--- src/rtl/shift_unit_pkg.sv ---
package shift_unit_pkg;

    // bit 1: double width, bit 0: arithmetic fill on right shifts
    typedef enum logic [1:0] {
        SH_SGL_LOG = 2'b00,
        SH_SGL_ARI = 2'b01,
        SH_DBL_LOG = 2'b10,
        SH_DBL_ARI = 2'b11
    } shift_op_e;

    function automatic logic op_is_double(input logic [1:0] op);
        return op[1];
    endfunction

    function automatic logic op_is_arith(input logic [1:0] op);
        return op[0];
    endfunction

endpackage

--- src/rtl/shift_index_decode.sv ---
// Turns a signed index into direction plus a one-hot multiplier factor.
// Left by n  : factor 2^n       (zero when n >= DW)
// Right by n : factor 2^(DW-n)  (n clamped to DW, so exponent 0..DW-1)
module shift_index_decode #(
    parameter int DW    = 32,
    parameter int IDX_W = 8
) (
    input  logic [IDX_W-1:0] idx,
    output logic             rshift,
    output logic [DW-1:0]    pow
);
    localparam int DWB = $clog2(DW + 1);
    localparam int CW  = ((DWB > IDX_W) ? DWB : IDX_W) + 1;

    logic [IDX_W-1:0] mag;
    logic [CW-1:0]    mag_x;
    logic [CW-1:0]    mag_c;
    logic [CW-1:0]    expo;
    logic             kill;

    always_comb begin
        rshift = idx[IDX_W-1];
        mag    = rshift ? (~idx + 1'b1) : idx;
        mag_x  = CW'(mag);
        mag_c  = (mag_x >= CW'(DW)) ? CW'(DW) : mag_x;
        kill   = !rshift && (mag_x >= CW'(DW));
        expo   = rshift ? (CW'(DW) - mag_c) : mag_x;
    end

    for (genvar g = 0; g < DW; g++) begin : g_pow
        assign pow[g] = !kill && (expo == CW'(g));
    end

endmodule

--- src/rtl/shift_operand_prep.sv ---
// Builds the 2W-bit multiplicand and the sign-fill flag for each variant.
module shift_operand_prep #(
    parameter int W = 16
) (
    input  logic [1:0]     op,
    input  logic [W-1:0]   opnd_hi,
    input  logic [W-1:0]   opnd_lo,
    output logic [2*W-1:0] x,
    output logic           dbl,
    output logic           fill
);
    import shift_unit_pkg::*;

    logic sign_bit;

    always_comb begin
        dbl      = op_is_double(op);
        sign_bit = dbl ? opnd_hi[W-1] : opnd_lo[W-1];
        fill     = op_is_arith(op) && sign_bit;
        if (dbl) begin
            x = {opnd_hi, opnd_lo};
        end else begin
            // single width: high word ignored, replaced by zero or sign copies
            x = {{W{fill}}, opnd_lo};
        end
    end

endmodule

--- src/rtl/shift_mul_core.sv ---
// Multiplies by the one-hot factor and applies the right-shift correction.
// The fill mask ~(pow-1) covers exactly the top n bits of a right shift by n.
module shift_mul_core #(
    parameter int DW = 32
) (
    input  logic [DW-1:0] x,
    input  logic [DW-1:0] pow,
    input  logic          rshift,
    input  logic          fill,
    output logic [DW-1:0] res
);
    logic [2*DW-1:0] prod;
    logic [DW-1:0]   mask;

    always_comb begin
        prod = {{DW{1'b0}}, x} * {{DW{1'b0}}, pow};
        mask = ~(pow - 1'b1);
        if (rshift) begin
            res = prod[2*DW-1:DW] | (fill ? mask : '0);
        end else begin
            res = prod[DW-1:0];
        end
    end

endmodule

--- src/rtl/shift_unit.sv ---
module shift_unit #(
    parameter int W     = 16,
    parameter int IDX_W = 8
) (
    input  logic             clk,
    input  logic             rst_n,
    input  logic             in_valid,
    input  logic [1:0]       op,
    input  logic [W-1:0]     opnd_hi,
    input  logic [W-1:0]     opnd_lo,
    input  logic [IDX_W-1:0] shift_idx,
    output logic             out_valid,
    output logic [W-1:0]     res_hi,
    output logic [W-1:0]     res_lo
);
    localparam int DW = 2 * W;

    typedef struct packed {
        logic          valid;
        logic          dbl;
        logic          rshift;
        logic          fill;
        logic [DW-1:0] x;
        logic [DW-1:0] pow;
    } dec_stage_t;

    typedef struct packed {
        logic         valid;
        logic [W-1:0] hi;
        logic [W-1:0] lo;
    } out_stage_t;

    dec_stage_t s1_d, s1_q;
    out_stage_t s2_d, s2_q;

    logic          dec_rshift;
    logic [DW-1:0] dec_pow;
    logic [DW-1:0] prep_x;
    logic          prep_dbl;
    logic          prep_fill;
    logic [DW-1:0] mul_res;

    shift_index_decode #(.DW(DW), .IDX_W(IDX_W)) u_decode (
        .idx    (shift_idx),
        .rshift (dec_rshift),
        .pow    (dec_pow)
    );

    shift_operand_prep #(.W(W)) u_prep (
        .op      (op),
        .opnd_hi (opnd_hi),
        .opnd_lo (opnd_lo),
        .x       (prep_x),
        .dbl     (prep_dbl),
        .fill    (prep_fill)
    );

    shift_mul_core #(.DW(DW)) u_mul (
        .x      (s1_q.x),
        .pow    (s1_q.pow),
        .rshift (s1_q.rshift),
        .fill   (s1_q.fill),
        .res    (mul_res)
    );

    always_comb begin
        s1_d       = s1_q;
        s1_d.valid = in_valid;
        if (in_valid) begin
            s1_d.dbl    = prep_dbl;
            s1_d.rshift = dec_rshift;
            s1_d.fill   = prep_fill;
            s1_d.x      = prep_x;
            s1_d.pow    = dec_pow;
        end

        s2_d       = s2_q;
        s2_d.valid = s1_q.valid;
        if (s1_q.valid) begin
            s2_d.hi = s1_q.dbl ? mul_res[DW-1:W] : '0;
            s2_d.lo = mul_res[W-1:0];
        end
    end

    always_ff @(posedge clk or negedge rst_n) begin
        if (!rst_n) begin
            s1_q <= '0;
            s2_q <= '0;
        end else begin
            s1_q <= s1_d;
            s2_q <= s2_d;
        end
    end

    assign out_valid = s2_q.valid;
    assign res_hi    = s2_q.hi;
    assign res_lo    = s2_q.lo;

    AST_RESULT_LATENCY: assert property (@(posedge clk) disable iff (!rst_n)
        in_valid |-> ##2 out_valid);
    AST_NO_SPURIOUS_RESULT: assert property (@(posedge clk) disable iff (!rst_n)
        !in_valid |-> ##2 !out_valid);
    AST_LEFT_LSB_ZERO: assert property (@(posedge clk) disable iff (!rst_n)
        (in_valid && !shift_idx[IDX_W-1] && shift_idx != '0) |-> ##2 !res_lo[0]);
    AST_LOGIC_RIGHT_MSB_ZERO: assert property (@(posedge clk) disable iff (!rst_n)
        (s1_q.valid && s1_q.rshift && !s1_q.fill)
        |=> !($past(s1_q.dbl) ? res_hi[W-1] : res_lo[W-1]));
    AST_ARITH_RIGHT_MSB_SIGN: assert property (@(posedge clk) disable iff (!rst_n)
        (s1_q.valid && s1_q.rshift && s1_q.fill)
        |=> ($past(s1_q.dbl) ? res_hi[W-1] : res_lo[W-1]));
    AST_SINGLE_HI_ZERO: assert property (@(posedge clk) disable iff (!rst_n)
        (s1_q.valid && !s1_q.dbl) |=> (res_hi == '0));
    AST_ZERO_INDEX_PASS: assert property (@(posedge clk) disable iff (!rst_n)
        (in_valid && op[1] && shift_idx == '0)
        |-> ##2 ({res_hi, res_lo} == $past({opnd_hi, opnd_lo}, 2)));

endmodule

--- config.mk ---
export PLATFORM = sky130hd
export DESIGN_NAME = shift_unit
export DESIGN_NICKNAME = d
export VERILOG_FILES = /design/src/rtl/shift_unit_pkg.sv /design/src/rtl/shift_index_decode.sv /design/src/rtl/shift_operand_prep.sv /design/src/rtl/shift_mul_core.sv /design/src/rtl/shift_unit.sv
export SDC_FILE = /design/constraint.sdc
export NUM_CORES = 2
export LEC_CHECK = 0
export BUFFER_PORTS_ARGS = -buffer_cell sky130_fd_sc_hd__buf_2
export CAP_MARGIN = 0
export CORE_MARGIN = 1
export CORE_UTILIZATION = 23
export CTS_BUF_LIST = sky130_fd_sc_hd__clkbuf_16
export DETAILED_ROUTE_END_ITERATION = 12
export GPL_TIMING_DRIVEN = 0
export PLACE_DENSITY = 0.49
export RECOVER_POWER = 25
export SKIP_LAST_GASP = 1
export SYNTH_ARGS = -nofsm -noshare
export SYNTH_HDL_FRONTEND = slang
export SYNTH_HIERARCHICAL = 1
export SYNTH_SLANG_ARGS = --single-unit
--- constraint.sdc ---
create_clock -name clk -period 9.1 [get_ports clk]
set_input_delay 1.82 -clock clk [delete_from_list [all_inputs] [get_ports clk]]
set_output_delay 1.82 -clock clk [all_outputs]
set_load 0.005 [all_outputs]
==> results.json <==
{
  "synth_compound_area_share_pct": 5.12,
  "pin_count": 78,
  "critPathTopFamily": "adder cells",
  "die_w_um": 416,
  "synth_top_family_by_area": "adder cells",
  "hold_class": "reg -> reg",
  "clock_sinks": 101,
  "power_switching_mw": 1.38,
  "grt_pass1_vias": 31700,
  "cp_max_fo": 10,
  "netlist_area_mm2": 0.0394,
  "avgSynthCellArea_um2": 9.12,
  "cpPeakStageDelay_ps": 880,
  "core_area_mm2": 0.170,
  "final_common_cell": "inv_1",
  "synthAdderAreaFrac_pct": 54.0,
  "synth.area.mux_share_pct": 2.69,
  "ys_ff_latch": 101,
  "hold_depth": 1,
  "start_kind": "register",
  "post_dp_cell_area_mm2": 0.0425,
  "combinationalPowerShare_pct": 60.1,
  "hold_viol_final": 0,
  "root_buffer": "clkbuf_16",
  "p_per_area_mw_per_mm2": 59.5,
  "seq_area_frac_synth_pct": 6.42,
  "vias": 30100,
  "synth_cell_types": 88,
  "synth_ff_type": "dfrtp_1",
  "clock_skew_ps": 17.1,
  "die_area_mm2": 0.173,
  "place_hpwl_um": 134000,
  "rsz0062_at_grt": "true",
  "place.gp.congestion": 0.999,
  "synth_nets": 5522,
  "clk_pin_slew_worst_paths_ps": 80,
  "maxSlewHeadroom_pct": -156,
  "violations": "capacitance limit, slew limit",
  "cp-end-kind": "register",
  "crit_top_cell": "fa_1",
  "cts_buffer_depth": 2,
  "clock_latency_ps": 420,
  "drt_first_pass_iters": 5,
  "grt_first_pass_wirelength_um": 231000,
  "antenna_found_initial": 12,
  "setup_viol_count_final": 0,
  "slew_violations": 104,
  "drv_cap": 2,
  "syn_to_final_growth_pct": 9.12,
  "drive_gt1_share_pct": 8.86,
  "irDropWorstVdd_v": 0.000100,
  "whs_ps": 507,
  "synth_warnings": 6,
  "fp-row-count": 151,
  "final_net_count": 5572,
  "critPathBufInv": 2,
  "drt_iter0_drc": 2402,
  "ant_nets": 0,
  "intPower_mw": 1.17,
  "fin_total_pwr_mw": 2.55,
  "synth-edff-count": 0,
  "switching_share_pct": 54.1,
  "async_reset_ff_share_pct": 100,
  "synth-simple-area-share_pct": 18.0,
  "cts_tree": "yes",
  "io_buffers": 59,
  "period_share_pct": 98.1,
  "cp.depth": 25,
  "tightest_slew_ps": 3840,
  "synthXorXnorAreaFrac_pct": 1.96,
  "reg2reg_depth": 25,
  "status": "complete, but fails checks",
  "grt_overflow": 0,
  "max_freq_mhz": 112,
  "cts_max_level": 3,
  "cpMaxStageDelayCell": "dfrtp_1",
  "dieHeight_um": 416,
  "drc": 0,
  "layout_common_cells": "inv_1, fa_1, and2_1",
  "syn_inst": 4315,
  "start_util_pct": 23.2,
  "cts_setup_buffers": 0,
  "grt_max_degree": 63,
  "required_ps": 9380,
  "arrival_ps": 9200,
  "clkPwrFrac_pct": 17.3,
  "layout_min_cycle_time_ps": 8930,
  "leakage_nw": 21.3,
  "cts-buffers-inserted": 9,
  "p_seq_share_pct": 22.6,
  "routedWlPerCell_um": 24.3,
  "design_area_mm2": 0.0430,
  "via_per_inst": 4.56,
  "grt_usage_pct": 18.7,
  "critPathKind": "reg -> reg",
  "drt_wl_total_um": 160000
}
==> area by class of cell <==
cell class                      count  area [um2]
Sequential cell                   101        2560
Inverter                          910        3420
Buffer                            267        1360
Tap cell                         2218        2780
Clock inverter                      7        88.8
Antenna cell                        9        22.5
Fill cell                       18500      127000
Timing Repair Buffer               60         297
Clock buffer                        9         225
Multi-Input combinational cell   3016       32200
==> through the flow <==
stage	util, %	setup slack, ps	TNS [ps]	std cells
floorplan	-	1440	0	4315
global placement	25.0	-818	-12640	6592
detailed placement	25.0	-632	-8290	6593
CTS	25.3	-40.5	-40.5	6600
global route	25.3	-36.4	-56.9	6588
finish	25.3	174	0	6597
==> flip-flops by register name, summed over array words and instances, names as in the netlist <==
register / count
out_valid: 1
res_hi: 16
res_lo: 16
s1_q: 68
==> power by group through the flow <==
stage                     combinational, mW  sequential [mW]  clock, mW
after detailed placement               1.49            0.577          0
after CTS                              1.51            0.572      0.466
final                                  1.53            0.577      0.443
after global placement                 1.50            0.576          0
after floorplan                       0.826            0.539          0
after global routing                   1.62            0.582      0.472
==> routing by layer <==
layer	GRT usage (%)	vias to the layer above	wire length (um)
met3	2.88	255	12700
met2	29.9	1285	73100
li1	-	12900	-
met5	0	-	0
met1	24.8	15700	65900
met4	8.36	0	8790
==> worst register-to-register path: cells and delay by family (launching register included) <==
family	cells	cell delay, ps
AO/OA/AOI/OAI	11	2130
XOR/XNOR	1	170
adder cells (fa/ha/maj)	9	4430
buffers and inverters	2	860
flip-flops	1	880
AND/OR/NAND/NOR	2	320
==> cells in the mapped netlist, types with 5 or more instances <==
library cell	n	area, um2
a211oi_1	9	67.6
a21o_1	28	210
a21oi_1	100	500
a31oi_1	16	100
and2_1	582	3640
and3_1	7	43.8
buf_2	12	60.1
buf_4	21	158
buf_6	7	78.8
clkbuf_1	244	916
dfrtp_1	101	2530
fa_1	896	17900
ha_1	266	3330
inv_1	910	3420
mux2_2	54	608
mux2_4	30	450
nand2_1	557	2090
nand2b_1	10	62.6
nand3_1	34	170
nand4_1	16	100
nor2_1	77	289
nor2b_1	6	37.5
nor3_1	38	190
nor3_2	11	110
nor4_1	7	43.8
o211ai_1	6	45.0
o21a_1	11	82.6
o21ai_0	59	295
o21ai_1	6	30.0
o21bai_1	7	52.6
o22ai_1	5	31.3
or2_1	5	31.3
or3_1	6	37.5
xnor2_1	55	482
xor2_1	33	289
==> path summary, 6_finish.rpt <==
kind,startpoint,end,slack (ps)
setup / recovery,s1_q[25],res_hi[13],170
hold / removal,s1_q[65],s1_q[65],510
min in group asynchronous,rst_n,res_hi[0],2050
hold reg to reg,s1_q[65],s1_q[65],510
setup reg to reg,s1_q[25],res_hi[13],170
max in group asynchronous,rst_n,s1_q[7],2010
==> cells by family (layout without fill, tap and decap cells) <==
group / count (synthesis) / count (layout)
fa+ha+maj: 1162 / 1162
other cells: 0 / 9
mux: 84 / 84
compound gates: 301 / 301
buf+inv: 1198 / 1253
xor+xnor: 88 / 88
simple gates: 1381 / 1381
flops: 101 / 101
==> what timing repair did <==
item,in CTS,in global routing
hold buffers,0,0
gates resized for setup,75,232
pin swaps,0,1
endpoints found under the hold margin,0,0
setup endpoints to repair,31,24
No activity file was read; power rests on OpenSTA's default activity.
